$ cat src/rtl/scsi_tgt_seq.sv
module scsi_tgt_seq #(
  parameter int MY_ID      = 3,
  parameter int SETTLE_CYC = 4,
  parameter int LEN_W      = 16
) (
  input  logic             clk,
  input  logic             rst_n,
  input  logic             sel_i,
  input  logic             bsy_i,
  input  logic             io_i,
  input  logic [7:0]       db_i,
  output logic             bsy_o,
  output logic             cd_o,
  output logic             io_o,
  output logic             msg_o,
  output logic             xfer_start_o,
  output logic [7:0]       xfer_byte_o,
  input  logic             xfer_done_i,
  input  logic [7:0]       xfer_byte_i,
  input  logic             usr_dir_i,
  input  logic [LEN_W-1:0] usr_len_i,
  input  logic [7:0]       usr_status_i,
  input  logic [7:0]       usr_tx_i,
  output logic             tx_take_o,
  output logic [7:0]       rx_byte_o,
  output logic             rx_stb_o,
  output logic             rx_cmd_o
);

  localparam int SC_W = $clog2(SETTLE_CYC + 1);

  typedef enum logic [2:0] {S_IDLE, S_CMD, S_DATA, S_STAT, S_MSG} st_t;

  st_t              st;
  logic             busy, start_q, dir_q;
  logic [SC_W-1:0]  scnt;
  logic [LEN_W-1:0] bcnt, len_q;
  logic [3:0]       clen;
  logic [7:0]       stat_q;

  logic             sel_ok, can_go, done;
  logic [LEN_W-1:0] bnext;
  logic [3:0]       grp_len;

  assign sel_ok = sel_i && db_i[MY_ID] && !bsy_i && !io_i && ($countones(db_i) <= 2);
  assign can_go = (st != S_IDLE) && !busy && !(st == S_CMD && sel_i);
  assign done   = busy && xfer_done_i;
  assign bnext  = bcnt + 1'b1;

  always_comb begin
    case (xfer_byte_i[7:5])
      3'd0:       grp_len = 4'd6;
      3'd1, 3'd2: grp_len = 4'd10;
      3'd5:       grp_len = 4'd12;
      default:    grp_len = 4'd0;
    endcase
  end

  assign bsy_o        = (st != S_IDLE);
  assign cd_o         = (st == S_CMD) || (st == S_STAT) || (st == S_MSG);
  assign io_o         = (st == S_DATA && dir_q) || (st == S_STAT) || (st == S_MSG);
  assign msg_o        = (st == S_MSG);
  assign xfer_start_o = start_q;
  assign xfer_byte_o  = (st == S_DATA) ? usr_tx_i : (st == S_STAT) ? stat_q : 8'h00;

  always_ff @(posedge clk or negedge rst_n) begin
    if (!rst_n) begin
      st        <= S_IDLE;
      busy      <= 1'b0;
      start_q   <= 1'b0;
      dir_q     <= 1'b0;
      scnt      <= '0;
      bcnt      <= '0;
      len_q     <= '0;
      clen      <= 4'd0;
      stat_q    <= 8'h00;
      rx_byte_o <= 8'h00;
      rx_stb_o  <= 1'b0;
      rx_cmd_o  <= 1'b0;
      tx_take_o <= 1'b0;
    end else begin
      start_q   <= can_go;
      rx_stb_o  <= 1'b0;
      rx_cmd_o  <= 1'b0;
      tx_take_o <= 1'b0;
      if (can_go) busy <= 1'b1;

      if (st == S_IDLE) begin
        if (!sel_ok) begin
          scnt <= '0;
        end else if (scnt == SC_W'(SETTLE_CYC - 1)) begin
          st    <= S_CMD;
          scnt  <= '0;
          bcnt  <= '0;
          dir_q <= 1'b0;
        end else begin
          scnt <= scnt + 1'b1;
        end
      end

      if (done) begin
        busy <= 1'b0;
        unique case (st)
          S_CMD: begin
            rx_byte_o <= xfer_byte_i;
            rx_stb_o  <= 1'b1;
            rx_cmd_o  <= 1'b1;
            if (bcnt == '0 && grp_len == 4'd0) begin
              st     <= S_STAT;
              stat_q <= 8'h02;
            end else if (bcnt == '0) begin
              clen <= grp_len;
              bcnt <= bnext;
            end else if (bnext == {{(LEN_W-4){1'b0}}, clen}) begin
              dir_q <= usr_dir_i;
              len_q <= usr_len_i;
              bcnt  <= '0;
              if (usr_len_i == '0) begin
                st     <= S_STAT;
                stat_q <= usr_status_i;
              end else begin
                st <= S_DATA;
              end
            end else begin
              bcnt <= bnext;
            end
          end
          S_DATA: begin
            if (!dir_q) begin
              rx_byte_o <= xfer_byte_i;
              rx_stb_o  <= 1'b1;
            end
            tx_take_o <= dir_q;
            if (bnext == len_q) begin
              st     <= S_STAT;
              stat_q <= usr_status_i;
            end else begin
              bcnt <= bnext;
            end
          end
          S_STAT:  st <= S_MSG;
          S_MSG:   st <= S_IDLE;
          default: st <= S_IDLE;
        endcase
      end
    end
  end

endmodule

$ cat config.mk
export PLATFORM = sky130hd
export DESIGN_NAME = scsi_tgt_seq
export DESIGN_NICKNAME = d
export VERILOG_FILES = /design/src/rtl/scsi_tgt_seq.sv
export SDC_FILE = /design/constraint.sdc
export NUM_CORES = 1
export LEC_CHECK = 0
export ABC_CLOCK_PERIOD_IN_PS = 5700
export BUFFER_PORTS_ARGS = -buffer_cell sky130_fd_sc_hd__buf_2
export CAP_MARGIN = 20
export CELL_PAD_IN_SITES_DETAIL_PLACEMENT = 1
export CELL_PAD_IN_SITES_GLOBAL_PLACEMENT = 1
export CORE_MARGIN = 2
export CORE_UTILIZATION = 45
export DETAILED_ROUTE_END_ITERATION = 16
export GPL_ROUTABILITY_DRIVEN = 0
export PLACE_DENSITY = 0.92
export SLEW_MARGIN = 5
export SYNTH_ARGS = -nofsm -noshare
export SYNTH_HDL_FRONTEND = slang
export SYNTH_SLANG_ARGS = --single-unit
$ cat constraint.sdc
create_clock -name clk -period 5.7 [get_ports clk]
set_input_delay 0.285 -clock clk [delete_from_list [all_inputs] [get_ports clk]]
set_output_delay 0.285 -clock clk [all_outputs]
set_load 0.005 [all_outputs]
# Word-level counts from Yosys, hierarchy flattened
# Cells that the tools add are included.
[classes]
muxes = 49
magnitude_cmp = 1
add_sub_neg = 9
n_reduce_logical = 31
n_bitwise = 2
eq_ne = 15
[ops]
columns = ["cell", "n"]
rows = [
  ["two-way mux 16 bit", 8],
  ["two-way mux 8 bit", 8],
  ["logical NOT 16 bit", 2],
  ["case mux 16 bit (2 select lines)", 1],
  ["case mux 8 bit (2 select lines)", 2],
  ["two-way mux 3 bit", 10],
  ["two-way mux 1 bit", 17],
  ["adder 16 x 1 -> 16 bit (second input constant)", 1],
  ["== test 16 bit", 1],
  ["== test 16 x 4 -> 1 bit", 1],
  ["== test 3 x 2 -> 1 bit (second input constant)", 4],
  ["case mux 4 bit (3 select lines)", 1],
  ["logical AND 1 bit", 10],
  ["case mux 3 bit (3 select lines)", 1],
  ["adder 1 x 1 -> 2 bit", 4],
  ["adder 2 x 2 -> 3 bit", 2],
  ["== test 3 x 1 -> 1 bit (second input constant)", 2],
  ["== test 3 bit (second input constant)", 2],
  ["logical NOT 3 bit", 2],
  ["inequality test 3 x 1 -> 1 bit (second input constant)", 2],
  ["AND reduction 6 bit", 1],
  ["AND reduction 5 bit", 1],
  ["adder 3 x 3 -> 4 bit", 1],
  ["<= comparator 4 x 2 -> 1 bit (second input constant)", 1],
  ["14 further kinds", 22],
]
[word_totals]
output_inout_bits = 24
word_cells = 120
reg_bits = 64
input_bits = 55

# Longest topological paths before layout
# Gate-level depths: netlist (run 1).
[logic_depth]
ltp_word = 12
depth_mapped = 16
mapped_depth_nobuf = 15

# Worst setup path before layout (run 1)
# Ideal clock, no wire load.
[synth_path]
path_kind = "input port to flip-flop"
startpoint = "in db_i[0]"
endpoint = "reg bcnt[12]"
setup_slack_ps = 2207
arrival_ps = 3353
stages = 15
n_path_buf = 1
setup_time_ps = 140
required_time_ps = 5560
cell_sequence = "fa_1 -> inv_1 -> fa_1 -> fa_1 -> inv_1 -> ha_1 -> inv_1 -> fa_1 -> o2111ai_1 -> a21oi_1 -> nand3_1 -> o21a_1 -> o21ai_2 -> buf_6 -> a31oi_1"
[synth_via]
elab_chain_len = 10
word_cells_on_any_way = 11
cone_classes = "3 x add/sub; 1 x order compare; 6 x mux; 1 x reduce/logical"
[synth_rtl]
columns = ["item", "line_no", "source"]
rows = [
  ["start: declaration", "11", "input logic [7:0] db_i,"],
  ["adder 1 x 1 -> 2 bit (not written as such) (*)", "45", "assign sel_ok = sel_i && db_i[MY_ID] && !bsy_i && !io_i && ($countones(db_i) <= 2);"],
  ["adder 2 x 2 -> 3 bit (not written as such) (*)", "45", ""],
  ["adder 3 x 3 -> 4 bit (not written as such) (*)", "45", ""],
  ["<= comparator 4 x 2 -> 1 bit (*)", "45", ""],
  ["logical AND 1 bit (*)", "45", ""],
  ["two-way mux 16 bit (*)", "89", "if (!sel_ok) begin"],
  ["two-way mux 16 bit (*)", "88", "if (st == S_IDLE) begin"],
  ["two-way mux 16 bit (on tied branches)", "134, 108", ""],
  ["case mux 16 bit (2 select lines)", "103", "unique case (st)"],
  ["two-way mux 16 bit (*)", "101", "if (done) begin"],
  ["end signal: assignment", "113", "bcnt <= bnext;"],
  ["end signal: assignment", "125", "bcnt <= bnext;"],
  ["end signal: assignment", "138", "bcnt <= bnext;"],
  ["end: declaration", "37", "logic [LEN_W-1:0] bcnt, len_q;"],
]
# Mark *: on every way between the ends. The rest lies on a longest branch, timed or not.
# A chain may end at the register's enable or synchronous reset.

# Final worst setup path (run 1)
[layout_path]
startpoint = "reg bcnt[0]"
endpoint = "reg bcnt[8]"
[layout_via]
elab_chain_len = 7
word_cells_on_any_way = 11
cone_classes = "1 x add/sub; 2 x eq/ne; 6 x mux; 2 x reduce/logical"
[layout_rtl]
columns = ["item", "line_no", "source"]
rows = [
  ["adder 16 x 1 -> 16 bit", "48", "assign bnext = bcnt + 1'b1;"],
  ["== test 16 x 4 -> 1 bit", "114", "end else if (bnext == {{(LEN_W-4){1'b0}}, clen}) begin"],
  ["two-way mux 16 bit", "114", ""],
  ["two-way mux 16 bit", "111", "end else if (bcnt == '0) begin"],
  ["two-way mux 16 bit", "108", "if (bcnt == '0 && grp_len == 4'd0) begin"],
  ["case mux 16 bit (2 select lines) (*)", "103", ""],
  ["two-way mux 16 bit (*)", "101", ""],
]
# Marks and branches as above.

==> run summary, run 1 <==
status - complete, no violations
initial DRC count - 396
wire per inst - 19.15 um
Tcrit/Tclk final - 0.6990
GRT met1 Usage - 0.3339
cts hold-fix bufs - 0
Unique masters post-synth - 63
R2R Setup Slk - 1.72 ns
WL final - 11.91 mm
synth cell count leaders - 64 x nand2_1, 63 x dfrtp_1, 36 x nor2_1
1st-pass router iterations - 4
Crit Path Max Fanout - 27
row cnt - 34
first-pass GRT wire length - 19.97 mm
Total Routing Usage GR - 0.2593
Worst R2R Path Depth - 10
met2 usage - 0.4328
Antenna Cells - 0
CTS Buf Count - 9
CTS tree - built
Post-CTS Resized - 0
Worst setup startpoint - bcnt[0]
Starting Density - 0.4634
worst-margin pin slew - 0.9380 ns
DIE AREA - 0.009708 sq mm
DP Wirelength - 8.458 mm
worst hold path type - input port to asynchronous set/reset pin
Synth area leader - dfrtp_1
CTS sink cnt - 63
maximum clock frequency - 0.2510 GHz
initial antenna violation count - 0
clock buffer depth - 2
most numerous cell in the Yosys netlist - nand2_1
Worst setup SP type - flip-flop
Critical Path AT - 4.18 ns
MaxCap Viol Count - 0
P&R area growth vs syn - 14.16%
Crit Path Class - flip-flop to flip-flop
yosys warns - 0
end of the critical path - bcnt[8]
PwrDens - 448.6 mW/mm^2
synthesis-stage register bit count - 63
drt drc - 0
Post-Route Setup TNS - 0 ns
via count - 3644
grt total ovfl - 0
post-DR vias/cell - 5.859
Post-Route Skew - 0.01628 ns
Worst VDD drop - 0.0002587 V
met3 usage - 0.05674
Final ANT Viol Nets - 0
Fillers - 1068
worst skew pair latency - 0.36 ns
syn_nets - 510
mapped cell area - 0.004021 sq mm
RSZ-0062 raised after global routing - false
synth top area cells - dfrtp_1 39%, nand2_1 6.0%, mux2_2 5.3%
H-tree depth - 3
Slew headroom - 0.3709
layout cells sized above 1 - 0.2432
grt peak-use layer - met2
area fraction of the dominant cell type after synthesis - 0.3920
postcts setup bufs - 0
Hold Fails Final Rpt - 0
sequential area share after synthesis - 0.3920
Root Driver - clkbuf_8
vias in the first global route - 3923
Post-synth EDFFs - 0
Syn Area/Cell - 9.037 sq um
Max Slew Vio Count - 0
final setup fails - 0
io pins - 79
worst reg2reg path startpoint - bcnt[0]
Worst setup EP type - flip-flop
Final Critical Period - 3.984 ns
leakage power - 0.002205 uW
clk slew on worst S/H paths - 0.07 ns
r2r endpoint - bcnt[8]
pin count of the biggest net entering global routing - 64
fraction of registers with async set/reset - 1.000
Core Region - 0.008678 sq mm
Die Span Y - 98.53 um
# nets final - 574
die width - 98.53 um
CP required - 5.89 ns
Power Total - 2060 uW
Primary FF master, synth - dfrtp_1
Post-Synthesis Cells - 445
number of I/O port buffers - 78
-- cell usage in the layout, fill, tap and decap left out, drive strengths merged, types with 2 or more instances in the layout --
master and n:
nor4 10, or3 2, nor3 11, nor4b 4
xor2 9, o31ai 2, dfrtp 63, a31oi 18
nand2b 9, a211oi 4, o22ai 3, nor2b 2
and4 3, ha 6, fa 4, nand3 8
mux2i 10, clkinv 3, or4 2, mux2 19
xnor2 20, and3 3, buf 80, o32ai 2
nor2 38, o21ai 34, and2 2, inv 23
clkbuf 13, a21oi 18, nand2 64, o21a 2
a21o 2, nand4 7
-- final cells by class --
cell class	instances	area [sq um]	area share
multi-input combinational	331	2207	0.4808
sequential	63	1577	0.3434
timing repair buffer	80	405.4	0.08831
clock buffer	13	158.9	0.03461
tap	108	135.1	0.02944
inverter	24	90.09	0.01962
clock inverter	3	17.52	0.003816
-- worst max-delay path, cell delays in order (launching register included) --
cell	delay, ns
dfrtp_1	0.53
ha_1	0.45
nand2_1	0.21
nor2_2	0.36
nor4b_1	0.66
xnor2_1	0.21
nand4_1	0.16
nor4b_4	0.57
o2bb2ai_4	0.33
a31oi_1	0.26
a31oi_1	0.06
-- where the power goes --
group / switching [uW] / internal, uW / leakage [uW]
logic: 482 / 415 / 0.00129
clock network: 179 / 180 / 0.0000894
registers: 200 / 602 / 0.000828
-- sequential cells by signal, indices dropped and copies added, names as in the netlist, 3 cells and up --
signal / cells
stat_q: 8
len_q: 16
rx_byte_o: 8
scnt: 3
st: 3
bcnt: 16
clen: 3
-- metal layers --
| layer | wire [um] | vias to the layer above | share of wire |
|---|---|---|---|
| met5 | 0 | - | 0 |
| met4 | 290 | 0 | 0.024 |
| met3 | 639 | 24 | 0.054 |
| met2 | 5917 | 114 | 0.50 |
| met1 | 5065 | 1818 | 0.43 |
| li1 | - | 1688 | - |
-- worst min-delay path by stage --
stage	start	end	slack [ns]	depth (start not counted)
floorplan	rst_n	bcnt[0]	-0.01	0
global placement	rx_byte_o[7]	rx_byte_o[7]	0.45	2
detailed placement	rx_byte_o[6]	rx_byte_o[6]	0.46	2
CTS	xfer_byte_i[2]	rx_byte_o[2]	0.11	3
global route	xfer_byte_i[4]	rx_byte_o[4]	0.12	3
finish	rst_n	bcnt[14]	0.11	2
-- kinds of logic after synthesis --
family | count (synthesis) | share of synthesized area
AO/OA/AOI/OAI | 95 | 0.1509
XOR/XNOR | 30 | 0.06907
adder cells (fa/ha/maj) | 10 | 0.03858
buffers and inverters | 51 | 0.05911
flip-flops | 63 | 0.3920
multiplexers | 29 | 0.07810
AND/OR/NAND/NOR | 167 | 0.2122
-- metrics by stage --
stage | utilization | cell area, sq um | std cells | hold slack, ns | setup slack (ns)
2_1_floorplan | - | 4021 | 445 | -0.01059 | 2.207
3_3_place_gp | 0.5087 | 4414 | 606 | 0.4546 | 1.847
3_5_place_dp | 0.5087 | 4414 | 606 | 0.4612 | 1.623
4_1_cts | 0.5290 | 4591 | 622 | 0.1081 | 1.807
5_1_grt | 0.5290 | 4591 | 622 | 0.1166 | 1.439
6_report | 0.5290 | 4591 | 622 | 0.1090 | 1.716
No activity file was read; power rests on OpenSTA's default activity.
==> run 2, diff against run 1 <==
--- a/config.mk
+++ b/config.mk
@@ -5,16 +5,16 @@
 export SDC_FILE = /design/constraint.sdc
 export NUM_CORES = 1
 export LEC_CHECK = 0
-export ABC_CLOCK_PERIOD_IN_PS = 5700
+export ABC_CLOCK_PERIOD_IN_PS = 3700
 export BUFFER_PORTS_ARGS = -buffer_cell sky130_fd_sc_hd__buf_2
 export CAP_MARGIN = 20
 export CELL_PAD_IN_SITES_DETAIL_PLACEMENT = 1
 export CELL_PAD_IN_SITES_GLOBAL_PLACEMENT = 1
 export CORE_MARGIN = 2
-export CORE_UTILIZATION = 45
+export CORE_UTILIZATION = 42
 export DETAILED_ROUTE_END_ITERATION = 16
 export GPL_ROUTABILITY_DRIVEN = 0
-export PLACE_DENSITY = 0.92
+export PLACE_DENSITY = 0.87
 export SLEW_MARGIN = 5
 export SYNTH_ARGS = -nofsm -noshare
 export SYNTH_HDL_FRONTEND = slang
==> constraint.sdc (replaced) <==
create_clock -name clk -period 3.7 [get_ports clk]
set_input_delay 0.185 -clock clk [delete_from_list [all_inputs] [get_ports clk]]
set_output_delay 0.185 -clock clk [all_outputs]
set_load 0.005 [all_outputs]
==> run 2 against run 1 <==
Routed wire length increased by 3.2%. First-iteration DRC count decreased by 43%. Clock power increased by 94%. Setup slack got worse by 1.6 ns. Cell area increased by 5.7%. Sequential power increased by 52%. Register-to-register slack got worse by 1.6 ns. Total power increased by 63%. Flip-flop and latch count unchanged. Clock-buffer cell count unchanged. Combinational power increased by 61%. Critical endpoint is now bcnt[14]. Largest power group unchanged.
==> run summary, run 2 (synthesized netlist as in run 1, its figures left out) <==
commonest non-fill, non-tap cell in the layout - buf_2 (unchanged)
1st-pass router iterations - 4 (unchanged)
leakage power - 0.002346 uW (was 0.002205 uW)
met3 WL - 657 um (was 639 um)
Starting Density - 0.4332 (was 0.4634)
vias in the first global route - 4037 (was 3923)
Crit Path Class - flip-flop to flip-flop (unchanged)
Final Critical Period - 3.572 ns (was 3.984 ns)
die width - 101.9 um (was 98.53 um)
Die Span Y - 101.9 um (was 98.53 um)
multi-input logic area - 0.002216 sq mm (was 0.002207 sq mm)
Power Total - 3365 uW (was 2060 uW)
final setup fails - 0 (unchanged)
Tcrit/Tclk final - 0.9655 (was 0.6990)
clk slew on worst S/H paths - 0.07 ns (about the same)
Register Area - 0.001577 sq mm (unchanged)
via count - 3757 (was 3644)
Worst setup EP type - flip-flop (unchanged)
Slowest cell on crit path - dfrtp_1 (was nor4b_1)
CP top delay family - simple AND/OR/NAND/NOR gates (unchanged)
layout cells sized above 1 - 0.2724 (was 0.2432)
CTS Buf Count - 9 (unchanged)
Slew headroom - 0.4364 (was 0.3709)
Layout Utilization - 0.5228 (was 0.5290)
Fillers - 1144 (was 1068)
Post-Route Skew - 0.007648 ns (was 0.01628 ns)
WL final - 12.29 mm (was 11.91 mm)
initial DRC count - 225 (was 396)
CTS tree - built (unchanged)
Final ANT Viol Nets - 0 (unchanged)
DIE AREA - 0.01037 sq mm (was 0.009708 sq mm)
CP required - 3.91 ns (was 5.89 ns)
first-pass GRT wire length - 20.06 mm (was 19.97 mm)
post-DR vias/cell - 5.650 (was 5.859)
Top Metal Used - met4 (unchanged)
CTS sink cnt - 63 (unchanged)
drt drc - 0 (unchanged)
pin count of the biggest net entering global routing - 34 (was 64)
Root Driver - clkbuf_8 (unchanged)
Worst setup SP type - flip-flop (unchanged)
most frequent cells in the layout - 78 x buf_2, 64 x nand2_1, 63 x dfrtp_1, 36 x nor2_1, 28 x o21ai_0 (unchanged)
worst hold path type - input port to flip-flop (was input port to asynchronous set/reset pin)
worst skew pair latency - 0.35 ns (was 0.36 ns)
Max Slew Vio Count - 0 (unchanged)
Crit Path Max Fanout - 27 (unchanged)
DP Wirelength - 8.907 mm (was 8.458 mm)
Core Region - 0.009284 sq mm (was 0.008678 sq mm)
Hold Fails Final Rpt - 0 (unchanged)
metal2 WL - 6.266 mm (was 5.917 mm)
CP Cell Sequence - ha_1 > nand2_1 > nor2_2 > nor2_1 > or4_1 > a2111o_1 > and2_1 > o2bb2ai_4 > a21oi_1 > a31oi_1 (was ha_1 > nand2_1 > nor2_2 > nor4b_1 > xnor2_1 > nand4_1 > nor4b_4 > o2bb2ai_4 > a31oi_1 > a31oi_1)
status - complete, no violations (unchanged)
initial antenna violation count - 0 (unchanged)
number of I/O port buffers - 78 (unchanged)
wire per inst - 18.48 um (was 19.15 um)
PwrDens - 693.4 mW/mm^2 (was 448.6 mW/mm^2)
row cnt - 35 (was 34)
max incr delay on CP - 0.52 ns (was 0.66 ns)
maximum clock frequency - 0.2799 GHz (was 0.2510 GHz)
Critical Path AT - 3.79 ns (was 4.18 ns)
MaxCap Viol Count - 0 (unchanged)
grt total ovfl - 0 (unchanged)
biggest regs - bcnt (16), len_q (16) (unchanged)
P&R area growth vs syn - 20.69% (was 14.16%)
Antenna Cells - 0 (unchanged)
Total Routing Usage GR - 0.2471 (was 0.2593)
H-tree depth - 3 (unchanged)
worst-margin pin slew - 0.8454 ns (was 0.9380 ns)
clock buffer depth - 2 (unchanged)
io pins - 79 (unchanged)
Worst VDD drop - 0.0003150 V (was 0.0002587 V)
# nets final - 596 (was 574)
Bufs and invs on worst path - 0 (unchanged)
metal1 wirelength - 5.097 mm (was 5.065 mm)
run 2: changes by cell type in the layout (fill, tap and decap cells not counted):
cell,before,now
buf_12,0,1
clkinv_2,2,1
buf_4,2,22
clkinvlp_4,1,0
dlygate4sd3_1,0,1
o31ai_2,1,0
o31ai_4,0,1
bufinv_16,0,2
run 2: metal layers:
metal | vias up | global-route usage
met5 | - | 0
met4 | 0 | 0.08923
met3 | 31 | 0.03967
met2 | 135 | 0.4266
met1 | 1863 | 0.3145
li1 | 1728 | -
run 2: layout make-up:
| type | instances | area share |
|---|---|---|
| Tap cell | 129 | 0.03326 |
| Clock inverter | 3 | 0.01341 |
| Sequential cell | 63 | 0.3248 |
| Timing Repair Buffer | 102 | 0.1206 |
| Inverter | 24 | 0.01856 |
| Multi-Input combinational cell | 331 | 0.4566 |
| Clock buffer | 13 | 0.03274 |
run 2: repair_timing:
action	in CTS	in global routing
hold endpoints to repair	32	0
gates resized for setup	0	1
buffers inserted	0	3
endpoints found under the setup margin	0	24
hold buffers	1	0
run 2: worst min-delay path, stage by stage:
cell and delay [ns]:
buf_2 0.07, nand2_1 0.04, nand2_1 0.05
run 2: metrics by stage:
| step | hold slack, ns | area (sq um) | setup WS [ns] | setup TNS, ns | instances |
|---|---|---|---|---|---|
| global placement | 0.2770 | 4588 | 0.1146 | 0 | 645 |
| CTS | 0.03123 | 4822 | 0.1035 | 0 | 662 |
| global route | 0.02577 | 4853 | -0.01164 | -0.01620 | 665 |
| floorplan | -0.1106 | 4021 | 0.3072 | 0 | 445 |
| finish | 0.02690 | 4853 | 0.1277 | 0 | 665 |
| detailed placement | 0.2882 | 4588 | -0.07728 | -0.6603 | 645 |
run 2: final timing paths:
| kind | start | to | slack (ns) | cells after the start |
|---|---|---|---|---|
| min in group asynchronous | rst_n | scnt[2] | 0.43 | 2 |
| max | bcnt[0] | bcnt[14] | 0.13 | 10 |
| max in group asynchronous | rst_n | busy | 2.36 | 3 |
| min | xfer_byte_i[2] | rx_byte_o[2] | 0.03 | 3 |
| min reg2reg | rx_byte_o[1] | rx_byte_o[1] | 0.49 | 2 |
| max reg2reg | bcnt[0] | bcnt[14] | 0.13 | 10 |
run 2: where the power goes:
group	switching, uW	internal, uW	leakage (uW)
combinational	776	677	0.00140
clock	279	416	0.000114
sequential	289	928	0.000828
